[src/rtl/psb_pkg.sv]
`timescale 1ns/1ps
package psb_pkg;

   typedef enum logic [1:0] {
      PWR_AWAKE   = 2'd0,
      PWR_ASLEEP  = 2'd1,
      PWR_RECOVER = 2'd2
   } pwr_state_t;

   typedef enum logic [1:0] {
      CMD_NOP   = 2'd0,
      CMD_DESEL = 2'd1,
      CMD_START = 2'd2,
      CMD_CONT  = 2'd3
   } cmd_t;

endpackage

[src/rtl/psb_power.sv]
`timescale 1ns/1ps
module psb_power import psb_pkg::*; #(
   parameter int SLEEP_CYC = 2,
   parameter int WAKE_CYC  = 2
) (
   input  logic clk,
   input  logic rst_n,
   input  logic sleep_i,
   input  logic strobe_any_i,
   output logic gate_o,
   output logic rec_o,
   output logic err_o
);
   localparam int MAXC = (SLEEP_CYC > WAKE_CYC) ? SLEEP_CYC : WAKE_CYC;
   localparam int CW   = $clog2(MAXC + 1);

   pwr_state_t    state;
   logic [CW-1:0] cnt;

   always_comb begin
      gate_o = !sleep_i && (state == PWR_AWAKE);
      rec_o  = !sleep_i && (state != PWR_AWAKE);
   end

   always_ff @(posedge clk or negedge rst_n) begin
      if (!rst_n) begin
         state <= PWR_AWAKE;
         cnt   <= '0;
         err_o <= 1'b0;
      end else begin
         if (rec_o && strobe_any_i) err_o <= 1'b1;
         case (state)
            PWR_AWAKE: begin
               if (sleep_i) begin
                  if (cnt == CW'(SLEEP_CYC - 1)) begin
                     state <= PWR_ASLEEP;
                     cnt   <= '0;
                  end else begin
                     cnt <= cnt + 1'b1;
                  end
               end else begin
                  cnt <= '0;
               end
            end
            PWR_ASLEEP: begin
               if (!sleep_i) begin
                  state <= PWR_RECOVER;
                  cnt   <= CW'(WAKE_CYC - 1);
               end
            end
            PWR_RECOVER: begin
               if (sleep_i) begin
                  state <= PWR_ASLEEP;
                  cnt   <= '0;
               end else if (cnt == CW'(1)) begin
                  state <= PWR_AWAKE;
                  cnt   <= '0;
               end else begin
                  cnt <= cnt - 1'b1;
               end
            end
            default: begin
               state <= PWR_AWAKE;
               cnt   <= '0;
            end
         endcase
      end
   end
endmodule

[src/rtl/psb_burst_ctl.sv]
`timescale 1ns/1ps
module psb_burst_ctl import psb_pkg::*; #(
   parameter int ADDR_W = 6,
   parameter int BEAT_W = 2,
   parameter int LANES  = 4
) (
   input  logic              clk,
   input  logic              rst_n,
   input  logic              gate_i,
   input  logic [ADDR_W-1:0] addr_i,
   input  logic              cpu_strobe_n,
   input  logic              ctl_strobe_n,
   input  logic              step_n,
   input  logic              sel1_n,
   input  logic              sel2,
   input  logic              sel3_n,
   input  logic              all_wr_n,
   input  logic              byte_wr_n,
   input  logic [LANES-1:0]  lane_wr_n,
   input  logic              interleave_i,
   output logic              acc_o,
   output logic [LANES-1:0]  wr_mask_o,
   output logic [ADDR_W-1:0] addr_o
);
   localparam int HI_W = ADDR_W - BEAT_W;

   logic              active;
   logic [HI_W-1:0]   hi_q;
   logic [BEAT_W-1:0] start_q;
   logic [BEAT_W-1:0] beat_q;

   logic              selected;
   logic              cpu_req;
   logic              ctl_req;
   logic [LANES-1:0]  lanes_req;
   logic [BEAT_W-1:0] beat_nxt;
   logic [BEAT_W-1:0] seq_lo;
   cmd_t              cmd;

   always_comb begin
      selected  = !sel1_n && sel2 && !sel3_n;
      cpu_req   = !cpu_strobe_n && !sel1_n;
      ctl_req   = !ctl_strobe_n && !cpu_req;
      lanes_req = all_wr_n ? ({LANES{!byte_wr_n}} & ~lane_wr_n) : {LANES{1'b1}};
      beat_nxt  = step_n ? beat_q : beat_q + 1'b1;
      seq_lo    = interleave_i ? (start_q ^ beat_nxt) : (start_q + beat_nxt);

      if (!gate_i)                   cmd = CMD_NOP;
      else if (cpu_req || ctl_req)   cmd = selected ? CMD_START : CMD_DESEL;
      else if (active)               cmd = CMD_CONT;
      else                           cmd = CMD_NOP;

      acc_o  = (cmd == CMD_START) || (cmd == CMD_CONT);
      addr_o = (cmd == CMD_START) ? addr_i : {hi_q, seq_lo};
      if ((cmd == CMD_CONT) || ((cmd == CMD_START) && !cpu_req))
         wr_mask_o = lanes_req;
      else
         wr_mask_o = '0;
   end

   always_ff @(posedge clk or negedge rst_n) begin
      if (!rst_n) begin
         active  <= 1'b0;
         hi_q    <= '0;
         start_q <= '0;
         beat_q  <= '0;
      end else begin
         case (cmd)
            CMD_START: begin
               active  <= 1'b1;
               hi_q    <= addr_i[ADDR_W-1:BEAT_W];
               start_q <= addr_i[BEAT_W-1:0];
               beat_q  <= '0;
            end
            CMD_DESEL: active <= 1'b0;
            CMD_CONT:  beat_q <= beat_nxt;
            default: ;
         endcase
      end
   end
endmodule

[src/rtl/psb_array.sv]
`timescale 1ns/1ps
module psb_array #(
   parameter int ADDR_W = 6,
   parameter int LANES  = 4,
   parameter int LANE_W = 9
) (
   input  logic                    clk,
   input  logic                    rst_n,
   input  logic                    acc_i,
   input  logic [LANES-1:0]        wr_mask_i,
   input  logic [ADDR_W-1:0]       addr_i,
   input  logic [LANES*LANE_W-1:0] din_i,
   output logic [LANES*LANE_W-1:0] q_o,
   output logic                    q_vld_o
);
   localparam int DATA_W = LANES * LANE_W;
   localparam int DEPTH  = 1 << ADDR_W;

   logic              rd;
   logic              wr_any;
   logic [DATA_W-1:0] stage1;
   logic              v1;

   assign rd     = acc_i && (wr_mask_i == '0);
   assign wr_any = acc_i && (wr_mask_i != '0);

   for (genvar g = 0; g < LANES; g++) begin : g_lane
      logic [LANE_W-1:0] bank [DEPTH];
      logic [LANE_W-1:0] rd_q;
      always_ff @(posedge clk) begin
         if (acc_i && wr_mask_i[g]) bank[addr_i] <= din_i[g*LANE_W +: LANE_W];
         if (rd) rd_q <= bank[addr_i];
      end
      assign stage1[g*LANE_W +: LANE_W] = rd_q;
   end

   always_ff @(posedge clk or negedge rst_n) begin
      if (!rst_n) begin
         v1      <= 1'b0;
         q_vld_o <= 1'b0;
         q_o     <= '0;
      end else begin
         v1      <= rd;
         q_vld_o <= v1 && !wr_any;
         if (v1) q_o <= stage1;
      end
   end
endmodule

[src/rtl/psb_sram.sv]
`timescale 1ns/1ps
module psb_sram #(
   parameter int ADDR_W    = 6,
   parameter int BEAT_W    = 2,
   parameter int LANES     = 4,
   parameter int LANE_W    = 9,
   parameter int SLEEP_CYC = 2,
   parameter int WAKE_CYC  = 2
) (
   input  logic                    clk,
   input  logic                    rst_n,
   input  logic [ADDR_W-1:0]       addr_i,
   input  logic                    cpu_strobe_n,
   input  logic                    ctl_strobe_n,
   input  logic                    step_n,
   input  logic                    sel1_n,
   input  logic                    sel2,
   input  logic                    sel3_n,
   input  logic                    all_wr_n,
   input  logic                    byte_wr_n,
   input  logic [LANES-1:0]        lane_wr_n,
   input  logic                    interleave_i,
   input  logic                    out_en_n,
   input  logic                    sleep_i,
   input  logic [LANES*LANE_W-1:0] din_i,
   output logic [LANES*LANE_W-1:0] dout_o,
   output logic                    dout_en_o,
   output logic                    proto_err_o
);
   localparam int DATA_W = LANES * LANE_W;

   if (BEAT_W < 1 || BEAT_W >= ADDR_W) begin : g_bad_beat
      $error("psb_sram: BEAT_W must be at least 1 and below ADDR_W");
   end
   if (WAKE_CYC < 2) begin : g_bad_wake
      $error("psb_sram: WAKE_CYC must be at least 2");
   end
   if (SLEEP_CYC < 1) begin : g_bad_sleep
      $error("psb_sram: SLEEP_CYC must be at least 1");
   end
   if (LANES < 1 || LANE_W < 1) begin : g_bad_lane
      $error("psb_sram: lane count and width must be positive");
   end

   logic              gate_w;
   logic              rec_w;
   logic              acc_w;
   logic [LANES-1:0]  wr_mask_w;
   logic [ADDR_W-1:0] addr_w;
   logic              q_vld_w;
   logic [DATA_W-1:0] q_w;

   psb_power #(.SLEEP_CYC(SLEEP_CYC), .WAKE_CYC(WAKE_CYC)) u_power (
      .clk          (clk),
      .rst_n        (rst_n),
      .sleep_i      (sleep_i),
      .strobe_any_i (!cpu_strobe_n || !ctl_strobe_n),
      .gate_o       (gate_w),
      .rec_o        (rec_w),
      .err_o        (proto_err_o)
   );

   psb_burst_ctl #(.ADDR_W(ADDR_W), .BEAT_W(BEAT_W), .LANES(LANES)) u_ctl (
      .clk          (clk),
      .rst_n        (rst_n),
      .gate_i       (gate_w),
      .addr_i       (addr_i),
      .cpu_strobe_n (cpu_strobe_n),
      .ctl_strobe_n (ctl_strobe_n),
      .step_n       (step_n),
      .sel1_n       (sel1_n),
      .sel2         (sel2),
      .sel3_n       (sel3_n),
      .all_wr_n     (all_wr_n),
      .byte_wr_n    (byte_wr_n),
      .lane_wr_n    (lane_wr_n),
      .interleave_i (interleave_i),
      .acc_o        (acc_w),
      .wr_mask_o    (wr_mask_w),
      .addr_o       (addr_w)
   );

   psb_array #(.ADDR_W(ADDR_W), .LANES(LANES), .LANE_W(LANE_W)) u_array (
      .clk       (clk),
      .rst_n     (rst_n),
      .acc_i     (acc_w),
      .wr_mask_i (wr_mask_w),
      .addr_i    (addr_w),
      .din_i     (din_i),
      .q_o       (q_w),
      .q_vld_o   (q_vld_w)
   );

   assign dout_o    = q_w;
   assign dout_en_o = q_vld_w && !out_en_n && !sleep_i;
endmodule

[config.mk]
export PLATFORM = sky130hd
export DESIGN_NAME = psb_sram
export DESIGN_NICKNAME = d
export VERILOG_FILES = /design/src/rtl/psb_pkg.sv /design/src/rtl/psb_power.sv /design/src/rtl/psb_burst_ctl.sv /design/src/rtl/psb_array.sv /design/src/rtl/psb_sram.sv
export SDC_FILE = /design/constraint.sdc
export NUM_CORES = 2
export LEC_CHECK = 0
export ABC_AREA = 1
export ABC_CLOCK_PERIOD_IN_PS = 4510
export BUFFER_PORTS_ARGS = -buffer_cell sky130_fd_sc_hd__buf_2
export CORE_AREA = 2 2 416 831
export CTS_BUF_LIST = sky130_fd_sc_hd__clkbuf_16
export DETAILED_ROUTE_END_ITERATION = 10
export DIE_AREA = 0 0 418 833
export PLACE_DENSITY_LB_ADDON = 0.12
export SKIP_CTS_REPAIR_TIMING = 1
export SLEW_MARGIN = 20
export SYNTH_ARGS = -nofsm -noshare
export SYNTH_HDL_FRONTEND = slang
export SYNTH_SLANG_ARGS = --single-unit
[constraint.sdc]
create_clock -name clk -period 4.51 [get_ports clk]
set_clock_uncertainty 0.15 [all_clocks]
set_input_delay 0.2255 -clock clk [delete_from_list [all_inputs] [get_ports clk]]
set_output_delay 0.2255 -clock clk [all_outputs]
set_load 0.02 [all_outputs]
Yosys cells after proc, flatten, opt, wreduce, memory -nomap -nowiden
Memory sizes are Yosys's and may differ from the RTL's. A register that Yosys moved wholly into a read port is not among the register bits.
Cells that the tools add are included.
{"block": "totals", "reg_bits": 52, "latch_bits": 0, "ramBits": 2304, "rom_bits": 0, "input_bits": 59, "output_inout_bits": 38, "wordCells": 99, "memories": 4}
{"block": "classes", "add_sub_neg": 4, "multipliers": 0, "div": 0, "n_lt_le_gt_ge": 0, "n_eq_ne": 10, "shifts": 0, "n_mux": 31, "bitwise_logic": 3, "n_reduce_logical": 37}
{"memory": "u_array.g_lane[0].bank", "words": 64, "word_bits": 9, "rd": 1, "rd_ports_with_merged_regs": 1, "wr": 1, "line_no": "psb_array.sv:28", "text": "logic [LANE_W-1:0] bank [DEPTH];"}
{"memory": "u_array.g_lane[1].bank", "words": 64, "word_bits": 9, "rd": 1, "rd_ports_with_merged_regs": 1, "wr": 1, "line_no": "psb_array.sv:28"}
{"memory": "u_array.g_lane[2].bank", "words": 64, "word_bits": 9, "rd": 1, "rd_ports_with_merged_regs": 1, "wr": 1, "line_no": "psb_array.sv:28"}
{"memory": "u_array.g_lane[3].bank", "words": 64, "word_bits": 9, "rd": 1, "rd_ports_with_merged_regs": 1, "wr": 1, "line_no": "psb_array.sv:28"}
{"op": "2-bit 2-to-1 mux", "n": 16}
{"op": "1-bit logical AND", "n": 17}
{"op": "2-bit one-hot mux with 3 select lines", "n": 2}
{"op": "1-bit logical NOT", "n": 9}
{"op": "1-bit 2-to-1 mux", "n": 8}
{"op": "4-bit 2-to-1 mux", "n": 2}
{"op": "2-bit by 1-bit == test with 1-bit output (second input constant)", "n": 3}
{"op": "2-bit == test (second input constant)", "n": 3}
{"op": "6-bit 2-to-1 mux", "n": 1}
{"op": "2-bit inequality test (second input constant)", "n": 3}
{"op": "2-bit nonzero test", "n": 3}
{"op": "2-bit by 1-bit adder with 2-bit output (second input constant)", "n": 2}
{"op": "4-bit bitwise AND", "n": 1}
{"op": "4-bit logical NOT", "n": 1}
{"op": "1-bit logical OR", "n": 4}
{"op": "4-bit inverter", "n": 1}
{"op": "2-bit one-hot mux with 2 select lines", "n": 1}
{"op": "4-bit AND reduction", "n": 1}
{"op": "4-bit nonzero test", "n": 1}
{"op": "3-bit by 2-bit inequality test with 1-bit output (second input constant)", "n": 1}
{"op": "2-bit adder", "n": 1}
{"op": "2-bit logical NOT", "n": 1}
{"op": "1-bit one-hot mux with 2 select lines", "n": 1}
{"op": "2-bit by 1-bit subtractor with 2-bit output (second input constant)", "n": 1}
{"op": "2-bit bitwise XOR", "n": 1}

Logic depth before layout (Yosys ltp)
{"block": "depth", "ltp_word": 15, "ltp_mapped": 23}

Modules after synthesis
From an unflattened synthesis, not the netlist that was laid out.
{"block": "unflattened", "cells_unflattened": 9987, "hier_area_um2": 101538.6}
{"mod": "psb_array", "instances": 1, "cells_each": 9852, "area_per_inst_um2": 100606.5, "seq_area_each_um2": 71218.3}
{"mod": "psb_burst_ctl", "instances": 1, "cells_each": 94, "area_per_inst_um2": 628.1, "seq_area_each_um2": 225.2}
{"mod": "psb_power", "instances": 1, "cells_each": 37, "area_per_inst_um2": 286.5, "seq_area_each_um2": 125.1}
{"mod": "psb_sram", "instances": 1, "cells_each": 4, "area_per_inst_um2": 17.5, "seq_area_each_um2": 0.0}

Least setup slack after synthesis
OpenSTA, ideal clock, no wires.
{"block": "synth_timing", "kind": "register -> register", "startpoint": "reg u_power.state[0]", "endpoint": "reg u_array.g_lane[0].rd_q[0], read port of u_array.g_lane[0].bank, enable pin", "arrival_ns": 3.546, "setup_slack_ns": 0.384, "stages_incl_launch_ff": 16, "period_less_slack_ns": 4.126, "path_cell_list": "dfrtp_1 > inv_1 > nand2_1 > nor2_2 > o21ai_0 > nor2_1 > inv_1 > ha_1 > inv_1 > nand2_1 > inv_1 > nor2_1 > nand2_1 > clkbuf_1 > nand4_1 > nor2_1"}
{"block": "synth_between", "elab_chain_len": 9, "word_cells_on_any_way": 12, "cone_classes": "eq/ne: 2; mux: 3; reduce/logical: 7"}
{"element": "start, declared", "line_no": "psb_power.sv:17", "text": "pwr_state_t state;"}
{"element": "start signal, assigned", "line_no": "psb_power.sv:27", "text": "state <= PWR_AWAKE;"}
{"element": "start signal, assigned", "line_no": "psb_power.sv:36", "text": "state <= PWR_ASLEEP;"}
{"element": "start signal, assigned", "line_no": "psb_power.sv:47", "text": "state <= PWR_RECOVER;"}
{"element": "2-bit logical NOT (*)", "line_no": "psb_power.sv:21", "text": "gate_o = !sleep_i && (state == PWR_AWAKE);"}
{"element": "1-bit logical AND (*)", "line_no": "psb_power.sv:21"}
{"element": "2-bit 2-to-1 mux (*)", "line_no": "psb_burst_ctl.sv:48", "text": "if (!gate_i) cmd = CMD_NOP;"}
{"element": "2-bit == test", "line_no": "psb_burst_ctl.sv:53, psb_burst_ctl.sv:55"}
{"element": "1-bit logical AND", "line_no": "psb_burst_ctl.sv:55", "text": "if ((cmd == CMD_CONT) || ((cmd == CMD_START) && !cpu_req))"}
{"element": "1-bit logical OR", "line_no": "psb_burst_ctl.sv:55"}
{"element": "4-bit 2-to-1 mux", "line_no": "psb_burst_ctl.sv:55"}
{"element": "4-bit logical NOT", "line_no": "psb_array.sv:24", "text": "assign rd = acc_i && (wr_mask_i == '0);"}
{"element": "1-bit logical AND (*)", "line_no": "psb_array.sv:24"}
{"element": "named net u_array.rd", "line_no": "psb_array.sv:19", "text": "logic rd;"}
{"element": "end, declared", "line_no": "psb_array.sv:29", "text": "logic [LANE_W-1:0] rd_q;"}
Mark *: on every way through the listed nets, which the timed path passes. The rest lies on a longest branch.
A chain may end at the register's enable or synchronous reset.

Worst setup path in the final report
{"block": "layout_timing", "startpoint": "reg u_power.state[0]", "endpoint": "mem u_array.g_lane[2].bank[4][3], enable pin"}
{"block": "layout_between", "elab_chain_len": 10, "word_cells_on_any_way": 13, "cone_classes": "eq/ne: 2; mux: 5; reduce/logical: 6"}
{"element": "2-bit logical NOT (*)", "line_no": "psb_power.sv:21"}
{"element": "1-bit logical AND (*)", "line_no": "psb_power.sv:21"}
{"element": "2-bit 2-to-1 mux (*)", "line_no": "psb_burst_ctl.sv:48"}
{"element": "2-bit == test", "line_no": "psb_burst_ctl.sv:53, psb_burst_ctl.sv:54, psb_burst_ctl.sv:55"}
{"element": "1-bit logical AND", "line_no": "psb_burst_ctl.sv:55"}
{"element": "1-bit logical OR", "line_no": "psb_burst_ctl.sv:55"}
{"element": "4-bit 2-to-1 mux", "line_no": "psb_burst_ctl.sv:55"}
{"element": "1-bit logical AND", "line_no": "psb_array.sv:31", "text": "if (acc_i && wr_mask_i[g]) bank[addr_i] <= din_i[g*LANE_W +: LANE_W];"}
{"element": "1-bit 2-to-1 mux", "line_no": "psb_array.sv:31"}
{"element": "1-bit 2-to-1 mux (implied by the code)", "line_no": "psb_array.sv:31"}
{"element": "end, declared", "line_no": "psb_array.sv:28"}
Every way passes the cells marked *; elsewhere a longest branch is shown, timed or not.

==> summary.txt <==
outcome - finished, violations left
failing checks - negative hold slack
Slowest Stage Delay on Critical Path - 0.87 ns
I/O pin count - 97
FFs w/ async S/R, synth - 2.17%
Pre-Repair DR Iteration Count - 6
DRT iter0 DRCs - 5,598
Placer Congestion - 0.852
Post-Place Cells - 14,570
cell taking the most area after synthesis - edfxtp_1
initial core utilization - 29.9%
fmax - 226 MHz
PortBufs - 96
YS warnings - 0
most frequent cells in the layout - 5,925 x nand2_1, 2,340 x edfxtp_1, 797 x nand3_1
GRT Resource Usage Total - 21.3%
GRT overflow - 0
Hold Crit Class - input port to register
site row count - 304
vias post-DR - 71,915
ys flop type - edfxtp_1
critical-path cell list - inv_1 -> nand2_1 -> nor2_2 -> buf_4 -> nand2_1 -> buf_4 -> o21ai_2 -> inv_1 -> nor3_4 -> nand2_1 -> nor2_1 -> buf_4
vias in the first global route - 72,832
cell chosen for the clock root - clkbuf_16
initial antenna violation count - 10
Synthesized Nets - 10,216
global-route wire length before repair - 537,000 µm
core region area - 0.342 mm²
Setup TNS - 0 ns
die width - 418 µm
CTS Buf Count - 222
post-synthesis cell area - 0.102 mm²
Pwr Density - 722 mW/mm²
total die area - 0.348 mm²
Seq cells post-synth - 2,392
Max IR drop VDD - 0.872 mV
CTS tree - built
commonest non-fill, non-tap cell in the layout - nand2_1
Synth Instances - 10,152
final worst path period need - 4.43 ns
worst path arrival time - 4.87 ns
Routed Antenna Nets - 0
element type at the critical path end - register
Die H - 833 µm
flop-to-flop setup slack - 0.08 ns
crit path launch type - register
sequential share of the synthesized area - 70.0%
average size of a mapped cell - 10.1 µm²
relative slew slack - 19.8%
total power - 0.0851 W
critical-path maximum fanout - 11
Final Slew Violations - 0
final setup violation count - 0
count of final hold-check violations - 5
H-tree levels - 4
post-synth top area share - 68.8%
Slowest-stage cell, CP - nor2_1
Setup crit start - u_power.state[0]$_DFFE_PN0P_
post-DP HPWL - 242,000 µm
Reg2Reg Launch Point - u_power.state[0]$_DFFE_PN0P_
WHS - -0.0330 ns
EDFF count, synth - 2,340
non-filler cells, final - 15,014
WS Path Type - register to register
largest cells by area after synthesis - edfxtp_1 69%, nand2_1 22%, nand3_1 3.9%, clkbuf_1 1.5%, dfrtp_1 1.3%
WL per Instance - 25.3 µm
max-cap violations - 0
CP required - 4.95 ns
worst-margin pin slew - 1.20 ns
Final nets - 10,475
clk_lat worst skew - 0.94 ns
DRT Wirelength - 379,000 µm
standby leakage power - 48.5 nW
DRC viols - 0
hold path startpoint - cpu_strobe_n
Unique masters post-synth - 31
largest net degree at the start of global routing - 155
crit share post-route - 98.3%
Area Overhead vs Synth - 15.4%
share of layout cells above drive strength 1 - 8.56%
Via-to-Cell Ratio - 4.79
RSZ-0062 raised after global routing - false
Sinks on Clock Net - 2,392
clk buf depth - 4
Clock transition at path regs - 0.07 ns
## cell usage after synthesis (2+ instances only)
cell / n
nand2_1: 5932
inv_1: 28
edfxtp_1: 2340
inv_2: 2
o21ai_0: 15
nand3_1: 799
nand4_1: 2
clkbuf_1: 402
nor3_4: 8
ha_1: 5
buf_4: 5
nor3_2: 7
nand2_2: 2
nor2_1: 339
buf_2: 159
dfrtp_1: 52
buf_1: 37
o21ai_2: 3
a21oi_1: 3
## logic make-up (layout without fill, tap and decap cells)
kind of cell / Yosys count / count (layout) / synth area share, %
DFF: 2392 / 2392 / 70.0
AOI/OAI and AO/OA: 27 / 27 / 0.158
buffers and inverters: 634 / 1055 / 2.54
other: 0 / 4 / 0
and+or+nand+nor: 7094 / 7094 / 27.2
adders and majority gates: 5 / 5 / 0.0612
## metrics by stage
stage | setup WS (ns) | area (µm²) | utilization (%)
2_1_floorplan | 0.384 | 102000 | -
3_3_place_gp | 0.169 | 110000 | 32.3
3_5_place_dp | 0.199 | 110000 | 32.3
4_1_cts | 0.151 | 117000 | 34.3
5_1_grt | 0.0715 | 118000 | 34.5
6_report | 0.0777 | 118000 | 34.5
## where the power goes
group,internal [W],leakage [nW],total (W),switching (W)
clock network,0.0106,3.60,0.0192,0.00859
registers,0.0250,21.7,0.0253,0.000312
logic,0.0103,23.2,0.0407,0.0304
## final cells by class
type | instances | area, µm²
fillers | 34608 | 224000
flip-flops and latches | 2392 | 71600
multi-input cells | 7126 | 28200
clock buffers | 227 | 5680
well taps | 4437 | 5550
repair buffers | 638 | 5440
clock inverters | 159 | 1360
inverters | 31 | 131
diodes | 4 | 10.0
## registers in the layout, indices dropped and copies added (netlist names)
| name | cells |
|---|---|
| u_array.g_lane.bank | 2304 |
| u_power.cnt | 2 |
| u_array.g_lane.rd_q | 36 |
| u_array.q_vld_o | 1 |
| u_ctl.start_q | 2 |
| u_power.state | 2 |
| u_ctl.beat_q | 2 |
| u_power.err_o | 1 |
| u_array.v1 | 1 |
| u_ctl.hi_q | 4 |
| u_ctl.active | 1 |
| u_array.q_o | 36 |
## path summary, 6_finish.rpt
check | depth (start not counted) | to
min in group asynchronous | 4 | u_array.q_o[27]$_DFFE_PN0P_
max in group asynchronous | 4 | u_ctl.hi_q[0]$_DFFE_PN0N_
hold reg to reg | 2 | u_array.q_o[13]$_DFFE_PN0P_
hold / removal | 7 | u_ctl.active$_DFFE_PN0P_
setup reg to reg | 12 | u_array.g_lane[2].bank[4][3]$_DFFE_PP_
setup / recovery | 12 | u_array.g_lane[2].bank[4][3]$_DFFE_PP_
## critical path: cells and delay by family, from the launching register on
kind            cells  cell delay, ns
compound gates      1            0.43
flops               1            0.42
simple gates        6            1.93
buf+inv             5            1.15
## metal layers
layer | global-route usage [%] | part of all wire, % | vias up
met5 | 0 | 0.012 | -
met4 | 11.2 | 5.9 | 6
met3 | 1.88 | 3.2 | 571
met2 | 40.0 | 53 | 1642
met1 | 23.7 | 38 | 35869
li1 | - | - | 33827
(Power assumes the default switching activity.)
